==> src/rtl/pwrcal_seq.sv <==
module pwrcal_seq #(
  parameter int CLK_KHZ = 19440,
  parameter int RST_CYC = 16,
  parameter int CAL_CYC = 1024
) (
  input  logic clk,
  input  logic rst_n,
  input  logic pd_cal_i,
  input  logic ref_ok_i,
  input  logic sup_ok_i,
  output logic drv_off_o,
  output logic loop_rst_o,
  output logic cal_req_o,
  output logic cal_busy_o,
  output logic lol_mask_o,
  output logic cal_done_o
);
  localparam int MIN_HIGH = (CLK_KHZ + 999) / 1000;
  localparam int WIN_CYC  = (CLK_KHZ * 3) / 2;
  localparam int HW       = $clog2(MIN_HIGH + 1);
  localparam int TW       = $clog2(WIN_CYC + 1);
  localparam logic [HW-1:0] H_MAX   = HW'(MIN_HIGH);
  localparam logic [TW-1:0] CLR_END = TW'(RST_CYC - 1);
  localparam logic [TW-1:0] CAL_END = TW'(RST_CYC + CAL_CYC - 1);
  localparam logic [TW-1:0] WIN_END = TW'(WIN_CYC - 1);

  typedef enum logic [2:0] {S_OFF, S_HOLD, S_CLR, S_CAL, S_ACQ, S_RUN} st_t;

  st_t st, nxt;
  logic [1:0] sync_q;
  logic pin_prev;
  logic [HW-1:0] hcnt;
  logic [TW-1:0] tcnt;
  logic done_q;

  wire pin  = sync_q[1];
  wire fall = pin_prev & ~pin;
  wire qual = (hcnt == H_MAX);
  wire ok   = ref_ok_i & sup_ok_i;

  always_ff @(posedge clk or negedge rst_n) begin
    if (!rst_n) begin
      sync_q   <= 2'b00;
      pin_prev <= 1'b0;
      hcnt     <= '0;
    end else begin
      sync_q   <= {sync_q[0], pd_cal_i};
      pin_prev <= pin;
      if (!pin)
        hcnt <= '0;
      else if (!qual)
        hcnt <= hcnt + 1'b1;
    end
  end

  always_comb begin
    nxt = st;
    unique case (st)
      S_OFF:  if (fall && qual) nxt = ok ? S_CLR : S_HOLD;
      S_HOLD: if (pin) nxt = S_OFF;
              else if (ok) nxt = S_CLR;
      S_CLR:  if (pin) nxt = S_OFF;
              else if (!ok) nxt = S_HOLD;
              else if (tcnt == CLR_END) nxt = S_CAL;
      S_CAL:  if (pin) nxt = S_OFF;
              else if (!ok) nxt = S_HOLD;
              else if (tcnt == CAL_END) nxt = S_ACQ;
      S_ACQ:  if (pin) nxt = S_OFF;
              else if (tcnt == WIN_END) nxt = S_RUN;
      S_RUN:  if (pin) nxt = S_OFF;
      default: nxt = S_OFF;
    endcase
  end

  always_ff @(posedge clk or negedge rst_n) begin
    if (!rst_n) begin
      st     <= S_OFF;
      tcnt   <= '0;
      done_q <= 1'b0;
    end else begin
      st     <= nxt;
      done_q <= (nxt == S_RUN) && (st != S_RUN);
      if (nxt == S_CLR && st != S_CLR)
        tcnt <= '0;
      else if (st == S_CLR || st == S_CAL || st == S_ACQ)
        tcnt <= tcnt + 1'b1;
    end
  end

  assign drv_off_o  = (st == S_OFF);
  assign loop_rst_o = (st == S_OFF) || (st == S_CLR);
  assign cal_req_o  = (st == S_CAL);
  assign cal_busy_o = (st == S_CLR) || (st == S_CAL) || (st == S_ACQ);
  assign lol_mask_o = (st != S_RUN);
  assign cal_done_o = done_q;
endmodule


==> config.mk <==
export PLATFORM = sky130hd
export DESIGN_NAME = pwrcal_seq
export DESIGN_NICKNAME = d
export VERILOG_FILES = /design/src/rtl/pwrcal_seq.sv
export SDC_FILE = /design/constraint.sdc
export NUM_CORES = 1
export LEC_CHECK = 0
export BUFFER_PORTS_ARGS = -buffer_cell sky130_fd_sc_hd__buf_4
export CORE_UTILIZATION = 38
export CTS_CLUSTER_DIAMETER = 80
export DETAILED_ROUTE_END_ITERATION = 10
export PLACE_DENSITY = 0.61
export SYNTH_ARGS = -nofsm -noshare
export SYNTH_HDL_FRONTEND = slang
export SYNTH_SLANG_ARGS = --single-unit
==> constraint.sdc <==
create_clock -name clk -period 2.44 [get_ports clk]
set_clock_uncertainty 0.15 [all_clocks]
set_input_delay 0.244 -clock clk [delete_from_list [all_inputs] [get_ports clk]]
set_output_delay 0.244 -clock clk [all_outputs]
set_load 0.05 [all_outputs]
# After elaboration in Yosys (flattened, before gate mapping)
# Index checks and enable logic that the tools add are counted.
# Widths: inputs -> output; s select.
[op_classes] add_sub_neg=2 mul=0 div_mod_pow=0 order_cmp=0 eq_ne=14 shift=0 mux=18 n_bitwise=3 n_reduce_logical=8
[op_table] op="$mux 3" n=12
[op_table] op="$mux 15" n=2
[op_table] op="$pmux 3 s6" n=1
[op_table] op="$add 15x1->15 const B" n=1
[op_table] op="$eq 15x11->1 const B" n=1
[op_table] op="$eq 15x15->1 const B" n=1
[op_table] op="$eq 15x4->1 const B" n=1
[op_table] op="$mux 5" n=2
[op_table] op="$eq 3x2->1 const B" n=3
[op_table] op="$eq 3x3->1 const B" n=3
[op_table] op="$add 5x1->5 const B" n=1
[op_table] op="$eq 5x5->1 const B" n=1
[op_table] op="$eq 3x1->1 const B" n=1
[op_table] op="$logic_and 1x1->1" n=3
[op_table] op="$logic_not 3->1" n=1
[op_table] op="$logic_or 1x1->1" n=3
[op_table] op="$ne 3x2->1 const B" n=1
[op_table] op="$ne 3x3->1 const B" n=1
[op_table] op="$and 1x1->1" n=2
[op_table] op="$mux 2" n=1
[op_table] op="$ne 2x2->1 const B" n=1
[op_table] op="$reduce_bool 2->1" n=1
[op_table] op="$not 1->1" n=1
[word_totals] register_bits=27 latchBits=0 mem_bits_rw=0 rom_bits=0 input_bits=5 n_memories=0

# Depth between registers and ports, before layout
[depth] depth_word=8 mapped_depth=7 ltp_nobuf=6

# Least setup slack after synthesis
# OpenSTA, ideal clock, no wires.
[synth_timing] path_type="register to output" from="register st[2]" to="output port drv_off_o" arrival_time_ns=1.658 slack_ns=0.388 stages_incl_launch_ff=3 path_cell_list="dfrtp_1 clkbuf_1 nor3_1"
[synth_via] elab_chain_cells=1
[synth_rtl] item="start: declaration" line_no="29" rtl="st_t st, nxt;"
[synth_rtl] item="start signal: assignment" line_no="81" rtl="st <= nxt;"
[synth_rtl] item="$logic_not 3->1" line_no="90" rtl="assign drv_off_o = (st == S_OFF);"
[synth_rtl] item="end: declaration" line_no="11" rtl="output logic drv_off_o,"
# No other way between the ends.

# Worst setup path after layout
[layout_timing] from="register st[2]" to="output port cal_busy_o"
[layout_via] elab_chain_cells=3 elab_cells_between_ends=5 cone_classes="3 x eq/ne; 2 x reduce/logical"
[layout_rtl] item="$eq 3x2->1" line_no="93" rtl="assign cal_busy_o = (st == S_CLR) || (st == S_CAL) || (st == S_ACQ);"
[layout_rtl] item="$logic_or 1x1->1" line_no="93"
[layout_rtl] item="$logic_or 1x1->1 (*)" line_no="93"
[layout_rtl] item="end: declaration" line_no="14" rtl="output logic cal_busy_o,"
# Every way passes the cells marked *; elsewhere a longest branch is shown, timed or not.

==> tab_implementation.tex <==
\begin{tabular}{lr}
\hline
Metric & Value \\
\hline
\multicolumn{2}{l}{\textbf{Floorplan}} \\
Floorplan row count & 22 \\
Die footprint & 4110 sq um \\
Starting Density & 39.7\% \\
Core region area & 3690 sq um \\
DIE WIDTH & 64.1 um \\
Die Y-Extent & 64.1 um \\
Number of primary I/O pins & 11 \\
\multicolumn{2}{l}{\textbf{Global routing}} \\
Antenna violations before repair & 0 \\
Largest net degree at the start of global routing & 28 \\
GRT Util Overall & 15.7\% \\
Wire length of the first global-routing pass & 5050 um \\
Via count of the first global-routing pass & 1145 \\
Total overflow reported by the global router & 0 \\
\multicolumn{2}{l}{\textbf{Synthesis}} \\
Synth warn & 0 \\
Mapped Cells & 153 \\
Mean area per synthesized cell & 9.58 sq um \\
Sequential cell area fraction in the yosys report & 46.1\% \\
Share of flip-flops with an asynchronous set or reset & 100\% \\
Synth unique cells & 38 \\
Mapped cell area & 1470 sq um \\
Flop and latch count out of synthesis & 27 \\
Prevailing post-synth register cell & sky130\_fd\_sc\_hd\_\_dfrtp\_1 \\
EDFF count, synth & 0 \\
Post-Syn Nets & 161 \\
\multicolumn{2}{l}{\textbf{Timing}} \\
Number of hold violations in the final report & 0 \\
Setup repair after global routing missed its margin & false \\
Setup-failing EPs final & 0 \\
Setup WS post-layout & 0.341 ns \\
Fraction of the cycle the final worst path needs & 86.0\% \\
Final slew viol count & 0 \\
Slew Limit Headroom & 71.8\% \\
Fin Setup TNS & 0 ns \\
Slew at the pin with the worst max-slew slack & 0.422 ns \\
Maximum frequency from static timing analysis & 476 MHz \\
Minimum clock period & 2.10 ns \\
\multicolumn{2}{l}{\textbf{Power}} \\
Total internal power & 0.000664 W \\
Power per cell area & 561 nW/um\^{}2 \\
Worst ir drop on vdd & 0.338 mV \\
NetSw & 0.000256 W \\
Switching share of power & 27.9\% \\
Lkg Pwr & 0.644 nW \\
Relative contribution of the clock network to total power & 26.8\% \\
Part of the total power dissipated in combinational logic & 13.5\% \\
Share of total power in sequential cells & 59.7\% \\
\multicolumn{2}{l}{\textbf{Clocking}} \\
Worst-Skew Late Latency & 0.27 ns \\
Total clock buffers created by CTS & 3 \\
Count of H-tree levels built during CTS & 1 \\
TritonCTS clock tree & built \\
CTS root buf & sky130\_fd\_sc\_hd\_\_clkbuf\_8 \\
CTS-repair resized insts & 0 \\
Clock Sinks & 27 \\
Clock transition at the registers of the reported paths & 0.08 ns \\
Bufs on Longest Clock Path & 2 \\
\multicolumn{2}{l}{\textbf{Setup path}} \\
Worst endpoint required time & 2.05 ns \\
R2R cell count & 6 \\
Max Fanout on Critical Path & 12 \\
Startpoint-to-endpoint class of the critical path & flip-flop to output pin \\
Crit path DAT & 1.70 ns \\
Endpoint class of the critical path & output pin \\
CP Launch Type & flip-flop \\
\multicolumn{2}{l}{\textbf{Job}} \\
Count of maximum capacitance violations & 0 \\
\multicolumn{2}{l}{\textbf{Placement}} \\
Cell area reported after detailed placement & 1580 sq um \\
HPWL after detailed placement & 2020 um \\
Pre-CTS setup slack & 0.366 ns \\
Port-buffer cells & 10 \\
Routability-driven placement congestion ratio & 0.867 \\
\multicolumn{2}{l}{\textbf{Drt}} \\
DRC violation count after routing & 0 \\
Number of vias after detailed routing & 1157 \\
Post-detailed-route via-to-cell ratio & 5.43 \\
Number of optimization iterations in the first detailed-route pass & 4 \\
Antenna viol nets, final & 0 \\
Iter 0 DRT Violations & 43 \\
DRT Wirelength & 2770 um \\
Detailed-route wire length per cell & 13.0 um \\
\multicolumn{2}{l}{\textbf{Cells and area}} \\
Area of all placed cells without fillers & 1640 sq um \\
Area growth from synthesis to layout & 12.0\% \\
Final-layout fill cell count & 365 \\
Final standard cell utilization of the core & 44.5\% \\
Area of the multi-input gates & 734 sq um \\
Fraction of layout cells with a size suffix above 1 & 11.5\% \\
Register area & 676 sq um \\
NumNets Final & 174 \\
Diodes inserted & 0 \\
\multicolumn{2}{l}{\textbf{Hold path}} \\
Type of the worst min-delay path & flip-flop to flip-flop \\
Worst Hold Depth & 0 \\
\multicolumn{2}{l}{\textbf{Outcome}} \\
Outcome & complete, no violations \\
\hline
\end{tabular}
==> power groups by stage <==
stage                     Combinational, W  Clock [W]  Sequential, W
after CTS                         0.000127   0.000257       0.000548
after global placement            0.000120          0       0.000555
after detailed placement          0.000123          0       0.000557
after global routing              0.000148   0.000277       0.000559
final                             0.000124   0.000246       0.000549
after floorplan                  0.0000920          0       0.000541
==> synth_stat cells (2+ instances only) <==
library cell	instances	area share [%]
sky130_fd_sc_hd__a21boi_0	4	2.0
sky130_fd_sc_hd__a21oi_1	9	3.1
sky130_fd_sc_hd__and2_1	2	0.85
sky130_fd_sc_hd__and3_1	4	1.7
sky130_fd_sc_hd__and4_1	3	1.8
sky130_fd_sc_hd__buf_6	2	1.5
sky130_fd_sc_hd__clkbuf_1	2	0.51
sky130_fd_sc_hd__dfrtp_1	27	46
sky130_fd_sc_hd__ha_1	3	2.6
sky130_fd_sc_hd__inv_1	4	1.0
sky130_fd_sc_hd__nand2_1	13	3.3
sky130_fd_sc_hd__nand3_1	7	2.4
sky130_fd_sc_hd__nand4_1	3	1.3
sky130_fd_sc_hd__nor2_1	14	3.6
sky130_fd_sc_hd__nor3_1	4	1.4
sky130_fd_sc_hd__nor4_1	4	1.7
sky130_fd_sc_hd__o21ai_0	9	3.1
sky130_fd_sc_hd__o31ai_1	2	1.0
sky130_fd_sc_hd__or3_1	8	3.4
sky130_fd_sc_hd__or4_1	3	1.5
sky130_fd_sc_hd__xnor2_1	3	1.8
sky130_fd_sc_hd__xor2_1	7	4.2
==> worst max-delay path: stages, from the launching register on <==
cell                      delay (ns)
sky130_fd_sc_hd__dfrtp_1        0.53
sky130_fd_sc_hd__nor3b_4        0.46
sky130_fd_sc_hd__nor2_1         0.17
sky130_fd_sc_hd__inv_1          0.09
sky130_fd_sc_hd__buf_4          0.19
==> routing by layer <==
metal	global-route usage, %	up-vias	part of all wire, %
li1	-	575	-
met2	24.6	19	50
met1	22.0	563	47
met3	3.04	0	3.0
met4	4.72	0	0
met5	0	-	0
==> metrics by stage <==
step           std cells  total power [W]  hold WS [ns]
5_1_grt              213         0.000985         0.212
3_3_place_gp         207         0.000675        0.0278
3_5_place_dp         207         0.000680        0.0286
2_1_floorplan        153         0.000633        -0.202
4_1_cts              213         0.000932         0.210
6_report             213         0.000920         0.207
==> path summary, 6_finish.rpt <==
| check | slack (ns) | to | from |
|---|---|---|---|
| max | 0.34 | cal_busy_o | st[2]$_DFF_PN0_ |
| min | 0.21 | sync_q[1]$_DFF_PN0_ | sync_q[0]$_DFF_PN0_ |
| max reg2reg | 0.36 | st[0]$_DFF_PN0_ | hcnt[0]$_DFFE_PN0P_ |
| min reg2reg | 0.21 | sync_q[1]$_DFF_PN0_ | sync_q[0]$_DFF_PN0_ |
| max in group asynchronous | 1.63 | st[2]$_DFF_PN0_ | rst_n |
| min in group asynchronous | 0.26 | tcnt[8]$_DFFE_PN0P_ | rst_n |
==> cell families after synthesis <==
kind of cell	count (synthesis)	share of synthesized area, %
AOI/OAI and AO/OA	30	13.4
buffers and inverters	10	3.76
and+or+nand+nor	73	28.2
adders and majority gates	3	2.56
DFF	27	46.1
xor gates and xnor gates	10	5.98
==> timing repair <==
action	CTS	global route
setup buffers	0	0
hold buffers	2	0
endpoints found under the hold margin	28	0
==> flip-flops by register name, indices dropped and copies added, names as in the netlist <==
signal      cells
tcnt           15
cal_done_o      1
sync_q          2
hcnt            5
st              3
pin_prev        1
==> cells in the final DEF (no fill, tap or decap), drive strengths merged, types with 2 or more instances in the layout <==
cell,synthesis,final
a21boi,4,4
nor2,14,14
nand4,3,3
nor3b,2,2
nand3,7,7
dfrtp,27,27
a21oi,9,9
nor3,5,5
inv,4,4
or4,3,3
dlygate4sd3,0,2
o21ai,10,10
and2,2,2
ha,3,3
clkbuf,3,4
or3,8,8
xor2,7,7
o211ai,2,2
o31ai,2,2
and3,4,4
nand2,13,13
buf,3,12
xnor2,3,3
nor4,4,4
and4,3,3
==> area by class of cell <==
type                       count  share of cell area [%]
clock buffer                   4                    2.75
inverter                       4                   0.915
multi-input combinational    116                    44.8
sequential                    27                    41.2
tap                           48                    3.66
timing repair buffer          14                    6.71
Power figures use the tool's default switching activity.
